===== config.mk =====
export PLATFORM = sky130hd
export DESIGN_NAME = lock_table
export DESIGN_NICKNAME = d
export VERILOG_FILES = /design/src/rtl/lock_table_pkg.sv /design/src/rtl/lock_match.sv /design/src/rtl/lock_store.sv /design/src/rtl/lock_table.sv
export SDC_FILE = /design/constraint.sdc
export NUM_CORES = 1
export LEC_CHECK = 0
export ABC_AREA = 1
export BUFFER_PORTS_ARGS = -buffer_cell sky130_fd_sc_hd__buf_2
export CELL_PAD_IN_SITES_DETAIL_PLACEMENT = 1
export CELL_PAD_IN_SITES_GLOBAL_PLACEMENT = 1
export CORE_MARGIN = 3
export CORE_UTILIZATION = 45
export CTS_BUF_LIST = sky130_fd_sc_hd__clkbuf_4
export DETAILED_ROUTE_END_ITERATION = 16
export PLACE_DENSITY_LB_ADDON = 0.15
export SETUP_SLACK_MARGIN = 0.2
export SLEW_MARGIN = 20
export SYNTH_ARGS = -nofsm -noshare
export SYNTH_HDL_FRONTEND = slang
export SYNTH_SLANG_ARGS = --single-unit

===== constraint.sdc =====
create_clock -name clk -period 3.7 [get_ports clk]
set_input_delay 0 -clock clk [delete_from_list [all_inputs] [get_ports clk]]
set_output_delay 0 -clock clk [all_outputs]
set_load 0.01 [all_outputs]

===== src/rtl/lock_table_pkg.sv =====
package lock_table_pkg;

  typedef enum logic [1:0] {
    OP_READ_LOCK    = 2'd0,
    OP_UNLOCK       = 2'd1,
    OP_WRITE_UNLOCK = 2'd2,
    OP_NONE         = 2'd3
  } lock_op_e;

  // Occupancy after one cycle: a grant adds a slot, a release frees one.
  function automatic int unsigned count_after(int unsigned cur, logic take, logic give);
    int unsigned nxt;
    nxt = cur;
    if (take) nxt = nxt + 1;
    if (give) nxt = nxt - 1;
    return nxt;
  endfunction

  // Full when the occupancy reached capacity.
  function automatic logic at_capacity(int unsigned cur, int unsigned cap);
    return cur >= cap;
  endfunction

endpackage


===== src/rtl/lock_match.sv =====
module lock_match #(
  parameter int ENTRIES = 8,
  parameter int AW      = 24,
  parameter int IW      = 3
) (
  input  logic                          clk,
  input  logic                          rst_n,
  input  logic [ENTRIES-1:0]            valid,
  input  logic [ENTRIES-1:0][AW-1:0]    addrs,
  input  logic [AW-1:0]                 key,
  output logic                          hit,
  output logic [IW-1:0]                 hit_idx
);

  logic [ENTRIES-1:0] match_vec;

  for (genvar g = 0; g < ENTRIES; g++) begin : g_cmp
    assign match_vec[g] = valid[g] && (addrs[g] == key);
  end

  assign hit = |match_vec;

  always_comb begin
    hit_idx = '0;
    for (int i = 0; i < ENTRIES; i++) begin
      if (match_vec[i]) hit_idx = IW'(i);
    end
  end


  uniq_match_chk: assert property (@(posedge clk) disable iff (!rst_n)
    $onehot0(match_vec));

endmodule


===== src/rtl/lock_store.sv =====
module lock_store
  import lock_table_pkg::*;
#(
  parameter int ENTRIES = 8,
  parameter int AW      = 24,
  parameter int IW      = 3,
  parameter int CW      = 4
) (
  input  logic                          clk,
  input  logic                          rst_n,
  input  logic                          ins_en,
  input  logic [AW-1:0]                 ins_addr,
  input  logic                          rem_en,
  input  logic [IW-1:0]                 rem_idx,
  output logic [ENTRIES-1:0]            valid,
  output logic [ENTRIES-1:0][AW-1:0]    addrs,
  output logic [CW-1:0]                 count
);

  logic [ENTRIES-1:0]         valid_q;
  logic [ENTRIES-1:0][AW-1:0] addrs_q;
  logic [CW-1:0]              cnt_q;
  logic [CW-1:0]              cnt_m1;
  logic [IW-1:0]              tail_idx;
  logic [IW-1:0]              free_idx;

  assign cnt_m1   = cnt_q - CW'(1);
  assign tail_idx = cnt_m1[IW-1:0];
  assign free_idx = cnt_q[IW-1:0];

  always_ff @(posedge clk) begin
    if (!rst_n) begin
      valid_q <= '0;
      addrs_q <= '0;
      cnt_q   <= '0;
    end else begin
      if (ins_en) begin
        addrs_q[free_idx] <= ins_addr;
        valid_q[free_idx] <= 1'b1;
      end
      if (rem_en) begin
        addrs_q[rem_idx]  <= addrs_q[tail_idx];
        valid_q[tail_idx] <= 1'b0;
      end
      cnt_q <= CW'(count_after(32'(cnt_q), ins_en, rem_en));
    end
  end

  assign valid = valid_q;
  assign addrs = addrs_q;
  assign count = cnt_q;


  dense_chk: assert property (@(posedge clk) disable iff (!rst_n)
    $countones(valid_q) == int'(cnt_q));


  no_overflow_chk: assert property (@(posedge clk) disable iff (!rst_n)
    cnt_q <= CW'(ENTRIES));


  no_ins_full_chk: assert property (@(posedge clk) disable iff (!rst_n)
    ins_en |-> cnt_q < CW'(ENTRIES));


  no_underflow_chk: assert property (@(posedge clk) disable iff (!rst_n)
    rem_en |-> cnt_q != '0);

endmodule


===== src/rtl/lock_table.sv =====
module lock_table
  import lock_table_pkg::*;
#(
  parameter int ENTRIES = 8,
  parameter int AW      = 24,
  localparam int CW     = $clog2(ENTRIES + 1)
) (
  input  logic          clk,
  input  logic          rst_n,
  input  logic          req_valid,
  input  logic [1:0]    req_op,
  input  logic [AW-1:0] req_addr,
  output logic          rsp_valid,
  output logic          rsp_ok,
  output logic          rsp_hit,
  output logic          mem_wr_valid,
  output logic [AW-1:0] mem_wr_addr,
  output logic [CW-1:0] lock_count,
  output logic          table_full
);

  localparam int IW = (ENTRIES > 1) ? $clog2(ENTRIES) : 1;

  lock_op_e                   op;
  logic [ENTRIES-1:0]         valid;
  logic [ENTRIES-1:0][AW-1:0] addrs;
  logic                       hit;
  logic [IW-1:0]              hit_idx;

  // Named internal events
  logic ev_read_lock, ev_unlock, ev_write_unlock, ev_any;
  logic ev_grant, ev_deny, ev_release, ev_stray;

  assign op = lock_op_e'(req_op);

  assign table_full      = at_capacity(32'(lock_count), ENTRIES);
  assign ev_read_lock    = req_valid && (op == OP_READ_LOCK);
  assign ev_unlock       = req_valid && (op == OP_UNLOCK);
  assign ev_write_unlock = req_valid && (op == OP_WRITE_UNLOCK);
  assign ev_any          = ev_read_lock || ev_unlock || ev_write_unlock;
  assign ev_grant        = ev_read_lock && !hit && !table_full;
  assign ev_deny         = ev_read_lock && !ev_grant;
  assign ev_release      = (ev_unlock || ev_write_unlock) && hit;
  assign ev_stray        = (ev_unlock || ev_write_unlock) && !hit;

  lock_match #(.ENTRIES(ENTRIES), .AW(AW), .IW(IW)) u_match (
    .clk     (clk),
    .rst_n   (rst_n),
    .valid   (valid),
    .addrs   (addrs),
    .key     (req_addr),
    .hit     (hit),
    .hit_idx (hit_idx)
  );

  lock_store #(.ENTRIES(ENTRIES), .AW(AW), .IW(IW), .CW(CW)) u_store (
    .clk      (clk),
    .rst_n    (rst_n),
    .ins_en   (ev_grant),
    .ins_addr (req_addr),
    .rem_en   (ev_release),
    .rem_idx  (hit_idx),
    .valid    (valid),
    .addrs    (addrs),
    .count    (lock_count)
  );

  always_ff @(posedge clk) begin
    if (!rst_n) begin
      rsp_valid    <= 1'b0;
      rsp_ok       <= 1'b0;
      rsp_hit      <= 1'b0;
      mem_wr_valid <= 1'b0;
      mem_wr_addr  <= '0;
    end else begin
      rsp_valid    <= ev_any;
      rsp_ok       <= ev_grant || ev_release;
      rsp_hit      <= ev_any && hit;
      mem_wr_valid <= ev_write_unlock;
      if (ev_write_unlock) mem_wr_addr <= req_addr;
    end
  end


  grant_inc_chk: assert property (@(posedge clk) disable iff (!rst_n)
    ev_grant |=> rsp_ok && (lock_count == $past(lock_count) + CW'(1)));


  relock_deny_chk: assert property (@(posedge clk) disable iff (!rst_n)
    (ev_read_lock && hit) |=> !rsp_ok && rsp_hit && $stable(lock_count));


  full_deny_chk: assert property (@(posedge clk) disable iff (!rst_n)
    (ev_read_lock && table_full) |=> !rsp_ok && $stable(lock_count));


  release_dec_chk: assert property (@(posedge clk) disable iff (!rst_n)
    ev_release |=> rsp_ok && (lock_count == $past(lock_count) - CW'(1)));


  stray_hold_chk: assert property (@(posedge clk) disable iff (!rst_n)
    ev_stray |=> !rsp_ok && !rsp_hit && $stable(lock_count) && $stable(valid));


  wr_pass_chk: assert property (@(posedge clk) disable iff (!rst_n)
    ev_write_unlock |=> mem_wr_valid && (mem_wr_addr == $past(req_addr)));


  idle_quiet_chk: assert property (@(posedge clk) disable iff (!rst_n)
    !ev_any |=> !rsp_valid && !mem_wr_valid && $stable(lock_count));


  deny_quiet_chk: assert property (@(posedge clk) disable iff (!rst_n)
    ev_deny |=> !rsp_ok);

endmodule


* Word-level counts from Yosys, hierarchy flattened
Cells that the tools add are included.
** Operators by class
- $add $sub $neg :: 3
- Order comparisons :: 7
- Equality and inequality tests :: 10
- Mux-type cells :: 28
- Bitwise logic cells :: 3
- Reductions and logical operators :: 26
** Operators by type and width (number)
- two-way mux 192 bit :: 3
- bitwise mux 192 bit :: 2
- equality test 24 bit :: 8
- demux 24 bit (select 3 bit) :: 2
- binary-select mux 24 bit (select 3 bit) :: 1
- two-way mux 24 bit :: 3
- two-way mux 8 bit :: 3
- logical AND 1 bit :: 18
- less-than comparator 3 x 4 -> 1 bit, second input constant :: 3
- two-way mux 3 bit :: 4
- two-way mux 4 bit :: 3
- greater-or-equal comparator 3 x 1 -> 1 bit, second input constant :: 3
- bitwise AND 8 bit :: 1
- inverter 8 bit :: 1
- OR 8 bit :: 1
- OR reduction 8 bit :: 1
- demux 1 bit (select 3 bit) :: 2
- adder 4 x 1 -> 4 bit, second input constant :: 1
- greater-or-equal comparator 4 bit, second input constant :: 1
- logical OR 1 bit :: 4
- two-way mux 2 bit :: 2
- subtractor 4 x 1 -> 4 bit, second input constant :: 1
- two-way mux 1 bit :: 3
- subtractor 3 x 1 -> 3 bit, second input constant :: 1
- other kinds (4) :: 5
** Word-level totals
- Register bits :: 232
- Bits of input ports :: 29
- Output and inout bits :: 33

* Logic depth before layout (Yosys ltp)
- Word-level depth :: 15
- Depth in mapped cells :: 23
- Mapped depth without buffers :: 20

* Modules after synthesis
Synthesis repeated with hierarchy kept, for this count alone.
** Unflattened totals
- Cells, all modules :: 3231
- Area, all modules :: 17444.2 um^2
** By module, submodules not included
- lock_store :: instances 1, cells an instance 2522, area each 13584.3 um^2, sequential area each 4083.9 um^2
- lock_match :: instances 1, cells an instance 582, area each 2825.2 um^2, sequential area each 0.0 um^2
- lock_table :: instances 1, cells an instance 127, area each 1034.7 um^2, sequential area each 560.5 um^2

* Least setup slack after synthesis
Ideal clock, no wire load.
- Path type :: register to register
- Start :: register u_store.cnt_q[0] (netlist: u_store.count[0])
- End :: register u_store.addrs_q (netlist bit u_store.addrs[93])
- Setup time :: 0.109 ns
- Arrival :: 2.842 ns
- Setup slack :: 0.750 ns
- Cell stages (with the launch flop) :: 18
- Path through :: dfxtp_1 > buf_2 > clkinv_1 > clkbuf_1 > clkbuf_1 > ha_1 > inv_1 > nand3_1 > clkbuf_1 > o22ai_1 > nor2_1 > nand3_1 > inv_1 > nand4_1 > nand2_1 > inv_1 > nand2_1 > inv_1
** Between the ends
- Longest elaborated chain between the ends :: 9
** RTL lines
- start: declaration :: line lock_store.sv:22 : logic [CW-1:0] cnt_q;
- start signal: assignment :: line lock_store.sv:45 : cnt_q <= CW'(count_after(32'(cnt_q), ins_en, rem_en));
- less-than comparator 3 x 4 -> 1 bit (not written as such) or greater-or-equal comparator 3 x 1 -> 1 bit (tied branches) :: line lock_store.sv:38 : addrs_q[free_idx] <= ins_addr;
- logical AND 1 bit (not written as such) :: line lock_store.sv:38
- two-way mux 24 bit (not written as such) :: line lock_store.sv:38
- demux 24 bit (select 3 bit)
- bitwise mux 192 bit :: line lock_store.sv:38
- two-way mux 192 bit :: line lock_store.sv:37 : if (ins_en) begin
- two-way mux 192 bit :: line lock_store.sv:32 : if (!rst_n) begin
- bitwise mux 192 bit :: line lock_store.sv:42 : addrs_q[rem_idx] <= addrs_q[tail_idx];
- two-way mux 192 bit (*) :: line lock_store.sv:41 : if (rem_en) begin
- end signal: indexed assignment :: line lock_store.sv:38
- end signal: indexed assignment :: line lock_store.sv:42
- end: declaration :: line lock_store.sv:21 : logic [ENTRIES-1:0][AW-1:0] addrs_q;
Mark *: on every way between the ends. The rest lies on a longest branch, timed or not. The select of a mux whose other input is x is not followed.
A chain may end at the register's enable or synchronous reset.

* Final worst setup path
- Start :: register u_store.cnt_q[1] (netlist: u_store.count[1])
- End :: register u_store.addrs_q (netlist bit u_store.addrs[102])
Same word-level chain as after synthesis.

==> metrics.txt <==
register area share after synthesis=0.245; most frequent cells in the layout=1078 x nand2_1, 656 x inv_1, 284 x nand3_1; HPWL after DPL=74600 microns; Max clock buf depth=3; post-place instance area=between 0.015 and 0.02 sq mm; fin nets=3493; row count=74; fmax=between 200 and 300 MHz; htree depth=3; final max-slew violation count=0; reg2reg setup slack=between 200 and 300 ps; total stage count of the critical path=15; DRC viols=0; Synthesis Warnings=0; Mapped Nets=3448; crit-path most repeated cell=inv_1; slowest stage delay, CP=about 520 ps; largest net degree at the start of global routing=a little under 80; Cells after Synth=3416; Worst EP arrival=about 4200 ps; Pwr per Cell Area=308 mW/mm^2; CP Launch Point=u_store.count[1]; starting density of the core=0.460; most common cell after layout, fill and taps aside=nand2_1; DR WL/cell=25.2 microns; TritonCTS clock tree=yes; reg2reg path depth=15; max_slew headroom=0.414; EDFF count, synth=0; total track usage=0.449; Final Total Pwr=between 6 and 7 mW; first-pass GRT wire length=between 150000 and 200000 microns; PortBufs=61; Iteration-0 DRC Markers=~2800; layout filler cell count=around 6000; Synth cell types=37; Area Overhead vs Synth=10.2%; Die H=211 microns; placed cells=about 3900; GP Congestion=1.09; Worst Hold Class=in -> reg; vias per cell=a little over 6; critical path's top delay family=simple AND/OR/NAND/NOR gates; Peak VDD IR=~0.27 mV; FF+latch count, synth=232; end of the critical path=u_store.addrs[102]; Slew @ Worst Pin=around 880 ps; Final Hold Slack=180 ps; worst r2r dst=u_store.addrs[102]; status=finished clean; fin crit share=0.920; Final Hold Viols=0; CP Class=reg -> reg; Ports=62; proportion of layout cells with a drive suffix above 1=0.0926; Mapped Area=between 0.015 and 0.02 sq mm; via count=around 25000; post-route ant nets=0; First-pass DRT Iterations=5; Final WS setup=around 300 ps; P_leak=between 10 and 15 nW; Post-Route WL=roughly 100000 microns; slowest CP cell=nand3_1; post-route cell area=approximately 0.021 sq mm; total CTS buffers=roughly 70; die width=~210 microns; startpoint class of the critical path=register; fin crit period=3400 ps; core box area=around 0.04 sq mm; crit path max fanout=8; Place WS=about 440 ps; GRT Residual Overflow=0; Total Neg Setup Slack=0 ps; antenna violations before repair=6; clk_lat worst skew=860 ps; Setup violations, final=0; synthesized area per cell=roughly 5.6 sq um; utilization of the core after routing=0.507; Die ar.=between 0.04 and 0.05 sq mm; max_cap viols=0; Worst Path Required=between 4000 and 5000 ps; Clock transition at path regs=~70 ps; Root Buffer=clkbuf_4; Critical path buffers and inverters=6; Clock Skew=~35 ps; FFs w/ async S/R, synth=0; Crit. End Element=register; WHS Path Cells=4; clk sinks=around 230; Reg-to-Reg Start=u_store.count[1]; Post-synth top flop=dfxtp_1; vias in the first global route=roughly 24000; crit path cell chain=inv_1, ha_1, inv_1, nand2_1, nand2_1, nand3_1, inv_1, a211oi_1, nand2_1, inv_1, nand3_1, nand2_1, inv_1, nand2_1, inv_1; Non-Filler Instances=4050; RSZ-0062 raised after global routing=no
==> synthesized netlist by cell type (3+ instances only) <==
library cell  instances  area (sq um)
nand2_1            1078          4050
nor2_4                3          33.8
clkbuf_1             69           259
buf_1                26          97.6
nand3b_1             15           113
nor2_2                3          18.8
o22ai_1              72           450
ha_1                  3          37.5
a21oi_1              93           465
xor2_1                6          52.6
inv_2                20          75.1
inv_1               656          2460
buf_2                69           345
nand2_2               6          37.5
buf_6                26           293
xnor2_1              18           158
and2_1                5          31.3
o211ai_1              3          22.5
dfxtp_1             232          4640
nand3_1             285          1430
o21ai_0             158           791
nor3_1                5          25.0
a211oi_1              8          60.1
nor2_1              224           841
o21ai_1              11          55.1
buf_4                31           233
nand4_1             271          1700
nand3_2               7          70.1
==> logic make-up after synthesis <==
| group | Yosys count | synth area share |
|---|---|---|
| adder cells (fa/ha/maj) | 3 | 0.00198 |
| flip-flops | 232 | 0.245 |
| XOR/XNOR | 24 | 0.0111 |
| AND/OR/NAND/NOR | 1909 | 0.444 |
| buffers and inverters | 900 | 0.200 |
| AO/OA/AOI/OAI | 348 | 0.0987 |
==> worst min path at each step <==
stage / from / endpoint
floorplan: req_valid / rsp_valid
global placement: req_valid / rsp_valid
detailed placement: req_valid / rsp_valid
CTS: req_addr[23] / u_store.addrs[47]
global route: req_addr[1] / mem_wr_addr[1]
finish: rst_n / u_store.count[3]
==> per-layer routing <==
metal	vias to the layer above	global-route usage	wire [microns]
met5	-	0	45
met4	6	0.270	7130
met3	414	0.109	11300
met2	1624	0.685	43500
met1	11700	0.576	40200
li1	10900	-	-
==> power by group <==
part           total [mW]  internal [mW]  switching, mW
clock network        2.91           1.54           1.37
registers            2.55           2.52         0.0233
logic               0.962          0.245          0.717
total                6.42           4.31           2.11
==> final cells by class <==
type / instances / area (sq um) / share of cell area
multi-input cells: 2284 / 10600 / 0.506
flip-flops and latches: 232 / 4650 / 0.223
inverters: 678 / 2550 / 0.122
repair buffers: 193 / 1480 / 0.0709
clock buffers: 109 / 818 / 0.0392
well taps: 532 / 666 / 0.0319
clock inverters: 14 / 138 / 0.00659
diodes: 8 / 20.0 / 0.000959
==> sequential cells by signal, summed over array words and instances, names as in the netlist <==
register / flops
u_store.addrs: 192
mem_wr_addr: 24
u_store.valid: 8
u_store.count: 4
mem_wr_valid: 1
rsp_hit: 1
rsp_ok: 1
rsp_valid: 1
==> worst reg2reg max path, stage by stage (launching register included) <==
cell	delay [ps]
dfxtp_1	320
inv_1	130
ha_1	210
inv_1	70
nand2_1	70
nand2_1	110
nand3_1	520
inv_1	370
a211oi_1	520
nand2_1	360
inv_1	270
nand3_1	100
nand2_1	110
inv_1	50
nand2_1	50
inv_1	30
==> timing repair <==
item,in CTS,in global routing
hold endpoints to repair,231,0
buffers inserted,0,0
resized for setup,0,1
hold buffers,31,0
setup endpoints to repair,0,8
Power figures use the tool's default switching activity.
